$ cat src/rtl/alu_flags_pkg.sv
package alu_flags_pkg;

    localparam int FLAG_W = 16;
    localparam logic [FLAG_W-1:0] FIXED_ONES = 16'h0002;

    localparam int POS_CY   = 0;
    localparam int POS_PAR  = 2;
    localparam int POS_HC   = 4;
    localparam int POS_ZR   = 6;
    localparam int POS_SG   = 7;
    localparam int POS_STEP = 8;
    localparam int POS_IE   = 9;
    localparam int POS_DIR  = 10;
    localparam int POS_OV   = 11;

    localparam int CTL_N    = 3;
    localparam int CTL_STEP = 0;
    localparam int CTL_IE   = 1;
    localparam int CTL_DIR  = 2;

    typedef enum logic [1:0] {
        OPK_ADD  = 2'd0,
        OPK_SUB  = 2'd1,
        OPK_LOG0 = 2'd2,
        OPK_LOG1 = 2'd3
    } op_kind_e;

    typedef struct packed {
        logic cy;
        logic par;
        logic hc;
        logic zr;
        logic sg;
        logic ov;
    } cond_t;

    typedef struct packed {
        cond_t            cond;
        logic [CTL_N-1:0] ctl;
    } flag_state_t;

endpackage

$ cat src/rtl/flag_cond_eval.sv
module flag_cond_eval
    import alu_flags_pkg::*;
#(
    parameter int DATA_W   = 16,
    parameter int NARROW_W = 8,
    parameter int PAR_W    = 8
) (
    input  logic [1:0]        op_kind,
    input  logic              byte_mode,
    input  logic [DATA_W-1:0] opnd_a,
    input  logic [DATA_W-1:0] opnd_b,
    input  logic [DATA_W-1:0] result,
    input  logic              carry_out,
    input  logic              half_carry,
    input  logic              prev_hc,
    output cond_t             cond_nxt
);
    localparam int TOP_W = DATA_W - 1;
    localparam int TOP_N = NARROW_W - 1;

    op_kind_e kind;
    logic     is_logic;
    logic     is_sub;
    logic     sa, sb, sr;
    logic     zero_w, zero_n;

    always_comb begin
        kind     = op_kind_e'(op_kind);
        is_logic = (kind == OPK_LOG0) || (kind == OPK_LOG1);
        is_sub   = (kind == OPK_SUB);

        sa = byte_mode ? opnd_a[TOP_N] : opnd_a[TOP_W];
        sb = byte_mode ? opnd_b[TOP_N] : opnd_b[TOP_W];
        sr = byte_mode ? result[TOP_N] : result[TOP_W];

        zero_n = ~|result[TOP_N:0];
        zero_w = ~|result;

        cond_nxt.par = ~^result[PAR_W-1:0];
        cond_nxt.zr  = byte_mode ? zero_n : zero_w;
        cond_nxt.sg  = sr;

        if (is_logic) begin
            cond_nxt.cy = 1'b0;
            cond_nxt.ov = 1'b0;
            cond_nxt.hc = prev_hc;
        end else begin
            cond_nxt.cy = carry_out;
            cond_nxt.hc = half_carry;
            if (is_sub) begin
                cond_nxt.ov = (sa != sb) && (sr != sa);
            end else begin
                cond_nxt.ov = (sa == sb) && (sr != sa);
            end
        end
    end

endmodule

$ cat src/rtl/flag_ctl_update.sv
module flag_ctl_update
    import alu_flags_pkg::*;
(
    input  logic [CTL_N-1:0] ctl_cur,
    input  logic [CTL_N-1:0] ctl_set,
    input  logic [CTL_N-1:0] ctl_clr,
    output logic [CTL_N-1:0] ctl_nxt
);
    for (genvar k = 0; k < CTL_N; k++) begin : g_bit
        always_comb begin
            if (ctl_clr[k]) begin
                ctl_nxt[k] = 1'b0;
            end else if (ctl_set[k]) begin
                ctl_nxt[k] = 1'b1;
            end else begin
                ctl_nxt[k] = ctl_cur[k];
            end
        end
    end

endmodule

$ cat src/rtl/alu_flags_reg.sv
module alu_flags_reg
    import alu_flags_pkg::*;
#(
    parameter int DATA_W   = 16,
    parameter int NARROW_W = 8
) (
    input  logic              clk,
    input  logic              rst_n,
    input  logic              upd_en,
    input  logic [1:0]        op_kind,
    input  logic              byte_mode,
    input  logic [DATA_W-1:0] opnd_a,
    input  logic [DATA_W-1:0] opnd_b,
    input  logic [DATA_W-1:0] result,
    input  logic              carry_out,
    input  logic              half_carry,
    input  logic [2:0]        ctl_set,
    input  logic [2:0]        ctl_clr,
    input  logic              irq_req,
    output logic [15:0]       flags_word,
    output logic              int_en,
    output logic              dir_down,
    output logic              single_step,
    output logic              irq_take
);
    flag_state_t      st_d, st_q;
    cond_t            cond_nxt;
    logic [CTL_N-1:0] ctl_nxt;

    flag_cond_eval #(
        .DATA_W   (DATA_W),
        .NARROW_W (NARROW_W),
        .PAR_W    (8)
    ) u_cond (
        .op_kind    (op_kind),
        .byte_mode  (byte_mode),
        .opnd_a     (opnd_a),
        .opnd_b     (opnd_b),
        .result     (result),
        .carry_out  (carry_out),
        .half_carry (half_carry),
        .prev_hc    (st_q.cond.hc),
        .cond_nxt   (cond_nxt)
    );

    flag_ctl_update u_ctl (
        .ctl_cur (st_q.ctl),
        .ctl_set (ctl_set),
        .ctl_clr (ctl_clr),
        .ctl_nxt (ctl_nxt)
    );

    always_comb begin
        st_d = st_q;
        if (upd_en) begin
            st_d.cond = cond_nxt;
        end
        st_d.ctl = ctl_nxt;
    end

    always_ff @(posedge clk) begin
        if (!rst_n) begin
            st_q <= '0;
        end else begin
            st_q <= st_d;
        end
    end

    always_comb begin
        flags_word           = FIXED_ONES;
        flags_word[POS_CY]   = st_q.cond.cy;
        flags_word[POS_PAR]  = st_q.cond.par;
        flags_word[POS_HC]   = st_q.cond.hc;
        flags_word[POS_ZR]   = st_q.cond.zr;
        flags_word[POS_SG]   = st_q.cond.sg;
        flags_word[POS_OV]   = st_q.cond.ov;
        flags_word[POS_STEP] = st_q.ctl[CTL_STEP];
        flags_word[POS_IE]   = st_q.ctl[CTL_IE];
        flags_word[POS_DIR]  = st_q.ctl[CTL_DIR];

        single_step = st_q.ctl[CTL_STEP];
        int_en      = st_q.ctl[CTL_IE];
        dir_down    = st_q.ctl[CTL_DIR];
        irq_take    = irq_req & st_q.ctl[CTL_IE];
    end

endmodule

$ cat config.mk
export PLATFORM = sky130hd
export DESIGN_NAME = alu_flags_reg
export DESIGN_NICKNAME = d
export VERILOG_FILES = /design/src/rtl/alu_flags_pkg.sv /design/src/rtl/flag_cond_eval.sv /design/src/rtl/flag_ctl_update.sv /design/src/rtl/alu_flags_reg.sv
export SDC_FILE = /design/constraint.sdc
export NUM_CORES = 1
export LEC_CHECK = 0
export ABC_CLOCK_PERIOD_IN_PS = 1440
export BUFFER_PORTS_ARGS = -buffer_cell sky130_fd_sc_hd__buf_2
export CAP_MARGIN = 10
export CELL_PAD_IN_SITES_DETAIL_PLACEMENT = 0
export CELL_PAD_IN_SITES_GLOBAL_PLACEMENT = 1
export CORE_UTILIZATION = 18
export CTS_CLUSTER_DIAMETER = 80
export DETAILED_ROUTE_END_ITERATION = 10
export PLACE_DENSITY = 0.79
export SLEW_MARGIN = 10
export SYNTH_ARGS = -nofsm -noshare
export SYNTH_HDL_FRONTEND = slang
export SYNTH_SLANG_ARGS = --single-unit
$ cat constraint.sdc
create_clock -name clk -period 1.44 [get_ports clk]
set_clock_uncertainty 0.15 [all_clocks]
set_input_delay 0 -clock clk [delete_from_list [all_inputs] [get_ports clk]]
set_output_delay 0 -clock clk [all_outputs]
set_load 0.01 [all_outputs]
==> results.txt, run 1 <==
----------------------------------------------------
[Status]
  Result of the run ... complete, no violations

[Worst hold path]
  Beginning of the worst hold path ... result[7]
  Type of the most critical hold path ... input port to flop
  Min-Delay Path Depth ... 4
  Sink of the worst hold path ... flags_word[7]

[Power]
  PD cells ... 683 nW/um^2
  Worst ir drop on vdd ... 0.312 mV
  Total design power ... 686 uW
  Leakage ... 0.000558 uW

[Finish]
  Diodes inserted ... 0
  Post-layout nets ... 199
  Share of cells above drive strength 1 ... 0.382
  Number of filler cells placed in the layout ... 363
  Relative area change from synthesis to final layout ... 61.9%
  Final non-filler cell total ... 175

[Synth]
  Yosys Warn Count ... 0
  Ranking of synthesized cells by instance count ... sky130_fd_sc_hd__buf_4 (11), sky130_fd_sc_hd__dfxtp_1 (9), sky130_fd_sc_hd__inv_1 (9)
  Leading cell type by number of instances after synthesis ... sky130_fd_sc_hd__buf_4
  Top cell type by total area after synthesis ... sky130_fd_sc_hd__dfxtp_1
  Flip-flop cell with the highest count after synthesis ... sky130_fd_sc_hd__dfxtp_1
  Count of state elements after synthesis ... 9
  Synth top area cells ... sky130_fd_sc_hd__dfxtp_1 (29%), sky130_fd_sc_hd__buf_4 (13%), sky130_fd_sc_hd__mux2i_1 (9.7%)
  Avg Inst Size Synth ... 8.39 um^2
  Cell Area, Synth ... 621 um^2
  Unique cell type count in the Yosys netlist ... 23
  Portion of synthesized cell area occupied by the leading cell type ... 0.290
  Mapped Cells ... 74
  Sequential share of the synthesized area ... 0.290
  Number of synthesized flops with an enable pin ... 0
  Async set-reset flop share out of synthesis ... 0

[CTS]
  Clock-pin slew reported for the worst setup and hold paths after clock tree synthesis ... 60 ps
  Clock sinks ... 9
  Count of H-tree levels built during CTS ... 1
  Number of buffers added by the clock tree synthesis step ... 3
  Post-cts repair resize count ... 0
  Root Buffer ... sky130_fd_sc_hd__clkbuf_4
  Clock latency on the worst-skew pair ... 250 ps
  Longest Clk Path Bufs ... 2
  Clock tree from TritonCTS ... built

[Worst setup path]
  RR Endpoint ... flags_word[0]
  Largest fanout on the critical path ... 2
  Critical path endpoint category ... flop
  Reg2reg path depth ... 4
  Arrival time of the worst setup path ... 1430 ps
  Register-to-Register Setup Slack ... 90 ps
  Worst reg2reg startpoint ... flags_word[0]
  Worst setup path class ... input port to flop
  Critical path startpoint category ... input port
  Critical Path RT ... 1490 ps

[Route]
  Via count ... 654
  Routed wire length per instance ... 9.67 um
  Routed vias/inst ... 3.74
  Number of DRC violations after detailed routing ... 0
  Final routed wirelength across all metal layers ... 1.69 mm
  DRT iter0 DRCs ... 4
  Number of detailed-route iterations in the first pass ... 3
  Final ANT Viol Nets ... 0

[STA]
  Final worst path period share ... 0.955
  Upper clock frequency limit ... 727 MHz
  Worst slack on hold paths ... 9.59 ps
  Final critical-path required period ... 1370 ps
  Total of endpoints with negative setup slack in the final report ... 0
  Setup repair after global routing missed its margin ... false
  Final count of hold timing violations ... 0
  Setup TNS ... 0 ps
  Count of pins over their slew limit ... 0

[Floorplan]
  Std-Cell Rows ... 20
  Area enclosed by the die boundary ... 3690 um^2
  Initial standard-cell utilization of the core ... 0.197
  Vertical extent of the die ... 60.7 um
  Placeable Area ... 3150 um^2
  Ports placed on the boundary ... 83
  Width of the die ... 60.7 um

[Job]
  Number of max-capacitance violations reported ... 0

[Global routing]
  Sum of overflow across all layers after global routing ... 0
  Number of global-route vias before repair ... 614
  Global routing usage summed across all routing layers ... 0.0996
  Wire length of the first global-routing pass ... 2.55 mm
  Antenna violations before repair ... 0
  Pin count of the biggest net entering global routing ... 8

[Place]
  Routability congestion estimate ... 0.648
  Cells after DPL ... 157
  Count of port buffers added during placement ... 47
  Total half-perimeter wirelength after legalization and detailed placement ... 1.30 mm

----------------------------------------------------
-- metrics by stage --
step / cell area (um^2) / setup WS (ps) / utilization
2_1_floorplan: 639 / 434 / -
3_3_place_gp: 838 / 279 / 0.266
3_5_place_dp: 838 / 250 / 0.266
4_1_cts: 1000 / 77.2 / 0.319
5_1_grt: 1000 / 12.2 / 0.319
6_report: 1000 / 65.4 / 0.319
-- critical path, stage by stage --
cell                            delay (ps)
sky130_fd_sc_hd__dlygate4sd3_1         540
sky130_fd_sc_hd__buf_2                 130
sky130_fd_sc_hd__nor4_1                220
sky130_fd_sc_hd__a21oi_1               110
sky130_fd_sc_hd__o21ai_0               250
sky130_fd_sc_hd__o211a_1               180
-- worst max path at each step --
stage,startpoint,to,cells after the start
after floorplan,result[6],flags_word[2],6
after global placement,result[7],flags_word[2],7
after detailed placement,result[7],flags_word[2],7
after CTS,flags_word[8],flags_word[8],3
after global routing,flags_word[0],flags_word[0],4
final,result[15],flags_word[6],6
-- placed cells by master (no fill, tap or decap), types with 2 or more instances in the layout --
master,Yosys,routed
sky130_fd_sc_hd__and2_1,2,2
sky130_fd_sc_hd__inv_1,9,9
sky130_fd_sc_hd__clkbuf_4,0,3
sky130_fd_sc_hd__ha_1,4,4
sky130_fd_sc_hd__nor4_1,2,2
sky130_fd_sc_hd__buf_2,1,47
sky130_fd_sc_hd__dfxtp_1,9,9
sky130_fd_sc_hd__xnor2_1,4,4
sky130_fd_sc_hd__nor2b_1,5,5
sky130_fd_sc_hd__dlygate4sd3_1,0,14
sky130_fd_sc_hd__nand2_1,3,3
sky130_fd_sc_hd__o211a_1,2,2
sky130_fd_sc_hd__conb_1,2,7
sky130_fd_sc_hd__nor2_1,3,3
sky130_fd_sc_hd__nor3b_1,3,3
sky130_fd_sc_hd__mux2i_1,6,6
-- report_power, final --
part | internal, uW | switching, uW | leakage, uW
clock | 107 | 89.6 | 0.0000150
combinational | 122 | 94.2 | 0.000469
sequential | 265 | 8.50 | 0.0000740
-- layout make-up --
class / count / area [um^2] / share of cell area
sequential: 9 / 180 / 0.179
multi-input combinational: 48 / 334 / 0.333
clock buffer: 4 / 26.3 / 0.0262
inverter: 9 / 33.8 / 0.0336
tap: 44 / 55.1 / 0.0548
timing repair buffer: 61 / 375 / 0.374
-- metal layers --
metal / global-route usage / vias up / share of wire / wire length, um
met3: 0.0448 / 0 / 0.053 / 89
met5: 0 / - / 0 / 0
met1: 0.0981 / 296 / 0.41 / 689
li1: - / 336 / - / -
met2: 0.192 / 22 / 0.54 / 913
met4: 0.0195 / 0 / 0 / 0
-- logic make-up (layout without fill, tap and decap cells) --
logic type | after synthesis | in the layout | synth area share
other | 2 | 7 | 0.0121
flip-flops | 9 | 9 | 0.290
adder cells (fa/ha/maj) | 4 | 4 | 0.0806
AO/OA/AOI/OAI | 6 | 6 | 0.0665
AND/OR/NAND/NOR | 21 | 21 | 0.196
buffers and inverters | 22 | 74 | 0.202
multiplexers | 6 | 6 | 0.0968
XOR/XNOR | 4 | 4 | 0.0564
-- sequential cells by signal (all words and copies together), names as in the netlist --
name	cells
dir_down	1
flags_word	8
-- repair_timing --
action / in CTS / in global routing
hold buffers: 14 / 0
hold endpoints to repair: 9 / 0
setup buffers: 0 / 0
No activity file was read; power rests on OpenSTA's default activity.
==> run 2, diff against run 1 <==
- BUFFER_PORTS_ARGS: -buffer_cell sky130_fd_sc_hd__buf_2 -> -buffer_cell sky130_fd_sc_hd__buf_4
==> run 2 against run 1 <==
Power rose by 3.6%. Critical path depth is 2 lower. Sequential power is essentially flat.
==> results.txt, run 2 (same netlist as run 1, synthesis figures left out) <==
----------------------------------------------------
[STA]
  Total of endpoints with negative setup slack in the final report ... 0 (unchanged)
  Upper clock frequency limit ... 705 MHz (was 727 MHz)
  Final critical-path required period ... 1420 ps (was 1370 ps)
  Final count of hold timing violations ... 0 (unchanged)
  Setup repair after global routing missed its margin ... true (was false)
  Count of pins over their slew limit ... 0 (unchanged)
  Final worst path period share ... 0.985 (was 0.955)

[Job]
  Number of max-capacitance violations reported ... 0 (unchanged)

[Worst setup path]
  Slowest cell on crit path ... sky130_fd_sc_hd__dlygate4sd3_1 (unchanged)
  Arrival time of the worst setup path ... 1410 ps (was 1430 ps)
  CP Cell Sequence ... dlygate4sd3_1 > buf_4 > and2_1 > dlygate4sd3_1 (was dlygate4sd3_1 > buf_2 > nor4_1 > a21oi_1 > o21ai_0 > o211a_1)
  Register-to-Register Setup Slack ... 70 ps (was 90 ps)
  Worst setup path class ... input port to flop (unchanged)
  Delay of the slowest cell on the worst path ... 540 ps (about the same)
  Largest fanout on the critical path ... 10 (was 2)
  Most used cell, CP ... sky130_fd_sc_hd__dlygate4sd3_1
  Critical path startpoint category ... input port (unchanged)
  Critical path endpoint category ... flop (unchanged)
  Critical Path RT ... 1430 ps (was 1490 ps)

[Route]
  Via count ... 663 (was 654)
  Number of DRC violations after detailed routing ... 0 (unchanged)
  Number of detailed-route iterations in the first pass ... 4 (was 3)
  Routed vias/inst ... 3.83 (was 3.74)
  Met1 layer wirelength in the final routing ... 614 um (was 689 um)
  Routed length on met2 ... 930 um (was 913 um)
  DRT iter0 DRCs ... 7 (was 4)
  Final ANT Viol Nets ... 0 (unchanged)
  Met3 WL post-DR ... 94 um (was 89 um)
  Routed wire length per instance ... 9.47 um (was 9.67 um)
  Highest routing layer actually used ... met3 (unchanged)
  Final routed wirelength across all metal layers ... 1.64 mm (was 1.69 mm)

[Finish]
  Area used by multi-input combinational logic ... 339 um^2 (was 334 um^2)
  Relative area change from synthesis to final layout ... 78.6% (was 61.9%)
  Final core area utilization ... 0.352 (was 0.319)
  Number of filler cells placed in the layout ... 342 (was 363)
  Post-layout nets ... 197 (was 199)
  Max reg flops ... 8 (unchanged)
  Area taken by flip-flops and latches ... 181 um^2 (was 180 um^2)
  Commonest non-fill, non-tap cell in the layout ... sky130_fd_sc_hd__buf_4 (was sky130_fd_sc_hd__buf_2)
  Share of cells above drive strength 1 ... 0.403 (was 0.382)
  Commonest cells after routing, fill and taps aside ... sky130_fd_sc_hd__buf_4 (47), sky130_fd_sc_hd__dlygate4sd3_1 (12), sky130_fd_sc_hd__inv_1 (9) (was sky130_fd_sc_hd__buf_2 (47), sky130_fd_sc_hd__dlygate4sd3_1 (14), sky130_fd_sc_hd__inv_1 (9), sky130_fd_sc_hd__dfxtp_1 (9), sky130_fd_sc_hd__conb_1 (7))
  Diodes inserted ... 0 (unchanged)
  Final non-filler cell total ... 173 (was 175)

[Global routing]
  Number of global-route vias before repair ... 633 (was 614)
  Wire length of the first global-routing pass ... 2.52 mm (was 2.55 mm)
  Global routing usage summed across all routing layers ... 0.0969 (was 0.0996)
  Pin count of the biggest net entering global routing ... 11 (was 8)
  Sum of overflow across all layers after global routing ... 0 (unchanged)
  Antenna violations before repair ... 0 (unchanged)

[Power]
  Worst ir drop on vdd ... 0.325 mV (was 0.312 mV)
  Leakage ... 0.000584 uW (was 0.000558 uW)
  PD cells ... 641 nW/um^2 (was 683 nW/um^2)

[Floorplan]
  Placeable Area ... 3150 um^2 (unchanged)
  Initial standard-cell utilization of the core ... 0.197 (unchanged)
  Ports placed on the boundary ... 83 (unchanged)
  Vertical extent of the die ... 60.7 um (unchanged)
  Std-Cell Rows ... 20 (unchanged)
  Area enclosed by the die boundary ... 3690 um^2 (unchanged)
  Width of the die ... 60.7 um (unchanged)

[Place]
  Cells after DPL ... 157 (unchanged)
  Routability congestion estimate ... 0.630 (was 0.648)
  Count of port buffers added during placement ... 47 (unchanged)
  Total half-perimeter wirelength after legalization and detailed placement ... 1.34 mm (was 1.30 mm)

[CTS]
  Longest Clk Path Bufs ... 2 (unchanged)
  Number of buffers added by the clock tree synthesis step ... 3 (unchanged)
  Count of H-tree levels built during CTS ... 1 (unchanged)
  Number of buffers inserted by post-CTS setup repair ... 0 (unchanged)
  Clock sinks ... 9 (unchanged)
  Clock latency on the worst-skew pair ... 250 ps (about the same)
  Root Buffer ... sky130_fd_sc_hd__clkbuf_4 (unchanged)
  Clock-pin slew reported for the worst setup and hold paths after clock tree synthesis ... 60 ps (about the same)
  Clock tree from TritonCTS ... built (unchanged)

[Worst hold path]
  Type of the most critical hold path ... input port to flop (unchanged)

[Status]
  Result of the run ... complete, no violations (unchanged)

----------------------------------------------------
run 2: cell types whose count changed in the layout (fill, tap and decap cells not counted):
cell                            change
sky130_fd_sc_hd__buf_2             -47
sky130_fd_sc_hd__buf_4             +47
sky130_fd_sc_hd__dlygate4sd3_1      -2
sky130_fd_sc_hd__dfxtp_1            -1
sky130_fd_sc_hd__dfxtp_2            +1
sky130_fd_sc_hd__nor3b_1            -1
sky130_fd_sc_hd__nor3b_2            +1
run 2: metrics by stage:
stage | hold slack, ps | TNS, ps | instance area [um^2] | total power [uW] | worst slack (ps)
floorplan | -73.9 | 0 | 639 | 405 | 434
global placement | 11.3 | 0 | 956 | 497 | 290
detailed placement | 12.7 | 0 | 956 | 503 | 293
CTS | 5.29 | 0 | 1100 | 727 | 38.0
global route | 15.3 | -13.7 | 1110 | 777 | -13.7
finish | 12.8 | 0 | 1110 | 711 | 21.5
run 2: layout make-up:
| cell class | instances | share of cell area |
|---|---|---|
| Timing Repair Buffer | 59 | 0.427 |
| Multi-Input combinational cell | 48 | 0.306 |
| Sequential cell | 9 | 0.164 |
| Tap cell | 44 | 0.0497 |
| Inverter | 9 | 0.0305 |
| Clock buffer | 4 | 0.0237 |
run 2: repair_timing:
action                                  4_1_cts  5_1_grt
endpoints found under the setup margin        0        2
hold endpoints to repair                      9        0
gates resized for setup                       0        2
hold buffers                                 12        0
run 2: where the power goes:
group / internal, uW / switching (uW) / total (uW)
sequential: 266 / 9.91 / 275
combinational: 155 / 91.8 / 246
clock: 106 / 82.7 / 189
run 2: critical path, delay by kind of cell:
kind / cells / cell delay, ps
buf+inv: 3 / 1250
simple gates: 1 / 150
run 2: worst paths after layout:
kind / from / to / depth (start not counted)
min: result[15] / flags_word[7] / 4
max reg2reg: flags_word[0] / flags_word[0] / 4
min reg2reg: flags_word[11] / flags_word[11] / 2
max: rst_n / flags_word[0] / 4
run 2: routing by layer:
metal,up-vias,GRT usage
li1,331,-
met1,310,0.0968
met2,22,0.184
met3,0,0.0448
met4,0,0.0195
met5,-,0
==> run 3, diff against run 2 <==
- CORE_UTILIZATION: 18 -> 20
- PLACE_DENSITY: 0.79 -> 0.82
- SYNTH_HIERARCHICAL: not set -> 1
==> run 3 against run 2 <==
Routed wire length decreased by 1.2%. First-iteration DRC count grew 14%. Global-route usage shrank 0.56 points. Sequential share of layout area is 0.31 points lower. Highest routed layer unchanged.
==> results.txt, run 3 <==
----------------------------------------------------
[Synth]
  Synth top area cells ... sky130_fd_sc_hd__dfxtp_1 (27%), sky130_fd_sc_hd__mux2i_1 (14%), sky130_fd_sc_hd__buf_4 (13%) (was sky130_fd_sc_hd__dfxtp_1 (29%), sky130_fd_sc_hd__buf_4 (13%), sky130_fd_sc_hd__mux2i_1 (9.7%))
  Cell Area, Synth ... 659 um^2 (was 621 um^2)
  Top cell type by total area after synthesis ... sky130_fd_sc_hd__dfxtp_1 (unchanged)
  Flip-flop cell with the highest count after synthesis ... sky130_fd_sc_hd__dfxtp_1 (unchanged)
  Unique cell type count in the Yosys netlist ... 20 (was 23)
  Count of state elements after synthesis ... 9 (unchanged)
  Async set-reset flop share out of synthesis ... 0 (unchanged)
  Avg Inst Size Synth ... 9.16 um^2 (was 8.39 um^2)
  Leading cell type by number of instances after synthesis ... sky130_fd_sc_hd__buf_4 (unchanged)
  Sequential share of the synthesized area ... 0.273 (was 0.290)
  Ranking of synthesized cells by instance count ... sky130_fd_sc_hd__buf_4 (11), sky130_fd_sc_hd__dfxtp_1 (9), sky130_fd_sc_hd__mux2i_1 (9) (was sky130_fd_sc_hd__buf_4 (11), sky130_fd_sc_hd__dfxtp_1 (9), sky130_fd_sc_hd__inv_1 (9))
  Number of synthesized flops with an enable pin ... 0 (unchanged)
  Yosys Warn Count ... 6 (was 0)
  Portion of synthesized cell area occupied by the leading cell type ... 0.273 (was 0.290)
  Mapped Cells ... 72 (was 74)

[Worst setup path]
  Worst setup path class ... input port to flop (unchanged)
  Delay of the slowest cell on the worst path ... 540 ps (about the same)
  RR Endpoint ... flags_word[4] (was flags_word[0])
  Largest fanout on the critical path ... 5 (was 10)
  Critical path endpoint category ... flop (unchanged)
  Slowest cell on crit path ... sky130_fd_sc_hd__dlygate4sd3_1 (unchanged)
  Most used cell, CP ... sky130_fd_sc_hd__mux2i_1 (was sky130_fd_sc_hd__dlygate4sd3_1)
  Total buffers and inverters traversed by the critical path ... 2 (was 3)
  Category of cells accounting for the largest share of critical-path delay ... buffers and inverters (unchanged)
  Arrival time of the worst setup path ... 1420 ps (was 1410 ps)
  Register-to-Register Setup Slack ... 430 ps (was 70 ps)
  Total stage count of the critical path ... 7 (was 4)
  Worst reg2reg startpoint ... flags_word[4] (was flags_word[0])
  Critical path startpoint category ... input port (unchanged)
  Critical Path RT ... 1480 ps (was 1430 ps)
  CP Cell Sequence ... dlygate4sd3_1 > buf_4 > nand2b_1 > xnor2_1 > mux2i_1 > mux2i_1 > nor2b_1 (was dlygate4sd3_1 > buf_4 > and2_1 > dlygate4sd3_1)
  Reg2reg path depth ... 3 (was 4)

[Finish]
  Post-layout nets ... 195 (was 197)
  Max reg flops ... 8 (unchanged)
  Share of cells above drive strength 1 ... 0.417 (was 0.403)
  Commonest non-fill, non-tap cell in the layout ... sky130_fd_sc_hd__buf_4 (unchanged)
  Final core area utilization ... 0.364 (was 0.352)
  Commonest cells after routing, fill and taps aside ... sky130_fd_sc_hd__buf_4 (47), sky130_fd_sc_hd__dlygate4sd3_1 (11), sky130_fd_sc_hd__mux2i_1 (9) (was sky130_fd_sc_hd__buf_4 (47), sky130_fd_sc_hd__dlygate4sd3_1 (12), sky130_fd_sc_hd__inv_1 (9))
  Area taken by flip-flops and latches ... 181 um^2 (unchanged)
  Number of filler cells placed in the layout ... 331 (was 342)
  Area used by multi-input combinational logic ... 374 um^2 (was 339 um^2)
  Relative area change from synthesis to final layout ... 71.3% (was 78.6%)
  Diodes inserted ... 0 (unchanged)

[Route]
  Number of DRC violations after detailed routing ... 0 (unchanged)
  Final ANT Viol Nets ... 0 (unchanged)
  Routed wire length per instance ... 9.46 um (was 9.47 um)
  Final routed wirelength across all metal layers ... 1.62 mm (was 1.64 mm)
  Number of detailed-route iterations in the first pass ... 4 (unchanged)
  Routed vias/inst ... 3.67 (was 3.83)
  DRT iter0 DRCs ... 8 (was 7)
  Via count ... 628 (was 663)

[Worst hold path]
  Type of the most critical hold path ... input port to flop (unchanged)
  Beginning of the worst hold path ... result[7] (was result[15])
  Sink of the worst hold path ... flags_word[7] (unchanged)
  Min-Delay Path Depth ... 4 (unchanged)

[Floorplan]
  Width of the die ... 59.4 um (was 60.7 um)
  Area enclosed by the die boundary ... 3530 um^2 (was 3690 um^2)
  Initial standard-cell utilization of the core ... 0.212 (was 0.197)
  Ports placed on the boundary ... 83 (unchanged)
  Placeable Area ... 3100 um^2 (was 3150 um^2)
  Std-Cell Rows ... 20 (unchanged)
  Vertical extent of the die ... 59.4 um (was 60.7 um)

[Job]
  Number of max-capacitance violations reported ... 0 (unchanged)

[STA]
  Final count of hold timing violations ... 0 (unchanged)
  Setup TNS ... 0 ps (unchanged)
  Worst slack on hold paths ... 14.6 ps (was 12.8 ps)
  Final worst path period share ... 0.953 (was 0.985)
  Upper clock frequency limit ... 728 MHz (was 705 MHz)
  Setup repair after global routing missed its margin ... false (was true)
  Count of pins over their slew limit ... 0 (unchanged)
  Final critical-path required period ... 1370 ps (was 1420 ps)
  Total of endpoints with negative setup slack in the final report ... 0 (unchanged)

[Power]
  Leakage ... 0.000596 uW (was 0.000584 uW)
  PD cells ... 629 nW/um^2 (was 641 nW/um^2)
  Worst ir drop on vdd ... 0.417 mV (was 0.325 mV)

[CTS]
  Clock-pin slew reported for the worst setup and hold paths after clock tree synthesis ... 60 ps (about the same)
  Clock sinks ... 9 (unchanged)
  Count of H-tree levels built during CTS ... 1 (unchanged)
  Longest Clk Path Bufs ... 2 (unchanged)
  Number of buffers added by the clock tree synthesis step ... 3 (unchanged)
  Number of buffers inserted by post-CTS setup repair ... 0 (unchanged)
  Clock latency on the worst-skew pair ... 250 ps (about the same)
  Clock tree from TritonCTS ... built (unchanged)
  Root Buffer ... sky130_fd_sc_hd__clkbuf_4 (unchanged)

[Status]
  Result of the run ... complete, no violations (unchanged)

[Global routing]
  Number of global-route vias before repair ... 624 (was 633)
  Global routing usage summed across all routing layers ... 0.0913 (was 0.0969)
  Wire length of the first global-routing pass ... 2.44 mm (was 2.52 mm)
  Antenna violations before repair ... 0 (unchanged)
  Pin count of the biggest net entering global routing ... 10 (was 11)
  Sum of overflow across all layers after global routing ... 0 (unchanged)

[Place]
  Count of port buffers added during placement ... 47 (unchanged)
  Routability congestion estimate ... 0.654 (was 0.630)
  Total half-perimeter wirelength after legalization and detailed placement ... 1.30 mm (was 1.34 mm)

----------------------------------------------------
[run 3: cell types whose count changed in the layout (fill, tap and decap cells not counted), sizes merged]
cell | previous run | this run
inv | 9 | 8
o211a | 2 | 0
nor2b | 5 | 7
o21ai | 2 | 0
dlygate4sd3 | 12 | 11
nor2 | 3 | 1
nor3b | 3 | 0
o21ba | 0 | 3
o22ai | 1 | 0
nand2 | 3 | 0
and2 | 2 | 4
mux2i | 6 | 9
mux2 | 0 | 2
or3 | 0 | 1
[run 3: worst min-delay path, cell delays in order]
cell and delay, ps:
sky130_fd_sc_hd__buf_4 80, sky130_fd_sc_hd__mux2_4 140, sky130_fd_sc_hd__mux2i_1 60, sky130_fd_sc_hd__nor2b_1 90
[run 3: per-layer routing]
| metal | share of wire | routed length [um] | GRT usage | vias to the layer above |
|---|---|---|---|---|
| li1 | - | - | - | 325 |
| met1 | 0.38 | 613 | 0.0891 | 281 |
| met2 | 0.55 | 897 | 0.180 | 22 |
| met4 | 0 | 0 | 0.0102 | 0 |
| met3 | 0.066 | 106 | 0.0393 | 0 |
| met5 | 0 | 0 | 0 | - |
[run 3: worst max path at each step]
stage	startpoint	endpoint	slack, ps
floorplan	byte_mode	flags_word[11]	320
detailed placement	byte_mode	flags_word[11]	110
finish	op_kind[1]	flags_word[11]	70
CTS	flags_word[8]	flags_word[8]	10
global placement	byte_mode	flags_word[11]	120
global route	op_kind[1]	flags_word[11]	5
[run 3: layout make-up]
class | instances | share of cell area
Clock buffer | 4 | 0.0233
Inverter | 8 | 0.0266
Multi-Input combinational cell | 48 | 0.331
Sequential cell | 9 | 0.161
Tap cell | 44 | 0.0487
Timing Repair Buffer | 58 | 0.410
[run 3: what timing repair did]
item	in CTS	in global routing
hold endpoints to repair	9	1
hold buffers	10	2
resized for setup	0	1
endpoints found under the setup margin	0	1
[run 3: kinds of logic after synthesis]
kind of cell / Yosys count / synth area share
flip-flops: 9 / 0.273
XOR/XNOR: 4 / 0.0531
AND/OR/NAND/NOR: 18 / 0.169
adder cells (fa/ha/maj): 4 / 0.0759
multiplexers: 11 / 0.176
AO/OA/AOI/OAI: 4 / 0.0531
other: 2 / 0.0114
buffers and inverters: 20 / 0.188
[run 3: stage by stage]
| stage | instances | total power [uW] | setup slack, ps | cell area, um^2 |
|---|---|---|---|---|
| after detailed placement | 156 | 504 | 110 | 992 |
| after CTS | 170 | 728 | 14.0 | 1120 |
| after global placement | 156 | 498 | 124 | 992 |
| after floorplan | 77 | 409 | 323 | 678 |
| after global routing | 171 | 763 | 5.15 | 1130 |
| final | 171 | 711 | 67.2 | 1130 |
[run 3: power by group]
| part | total [uW] | internal (uW) | switching [uW] |
|---|---|---|---|
| registers | 273 | 264 | 8.88 |
| logic | 246 | 158 | 87.8 |
| clock network | 192 | 107 | 85.3 |
| total | 711 | 529 | 182 |
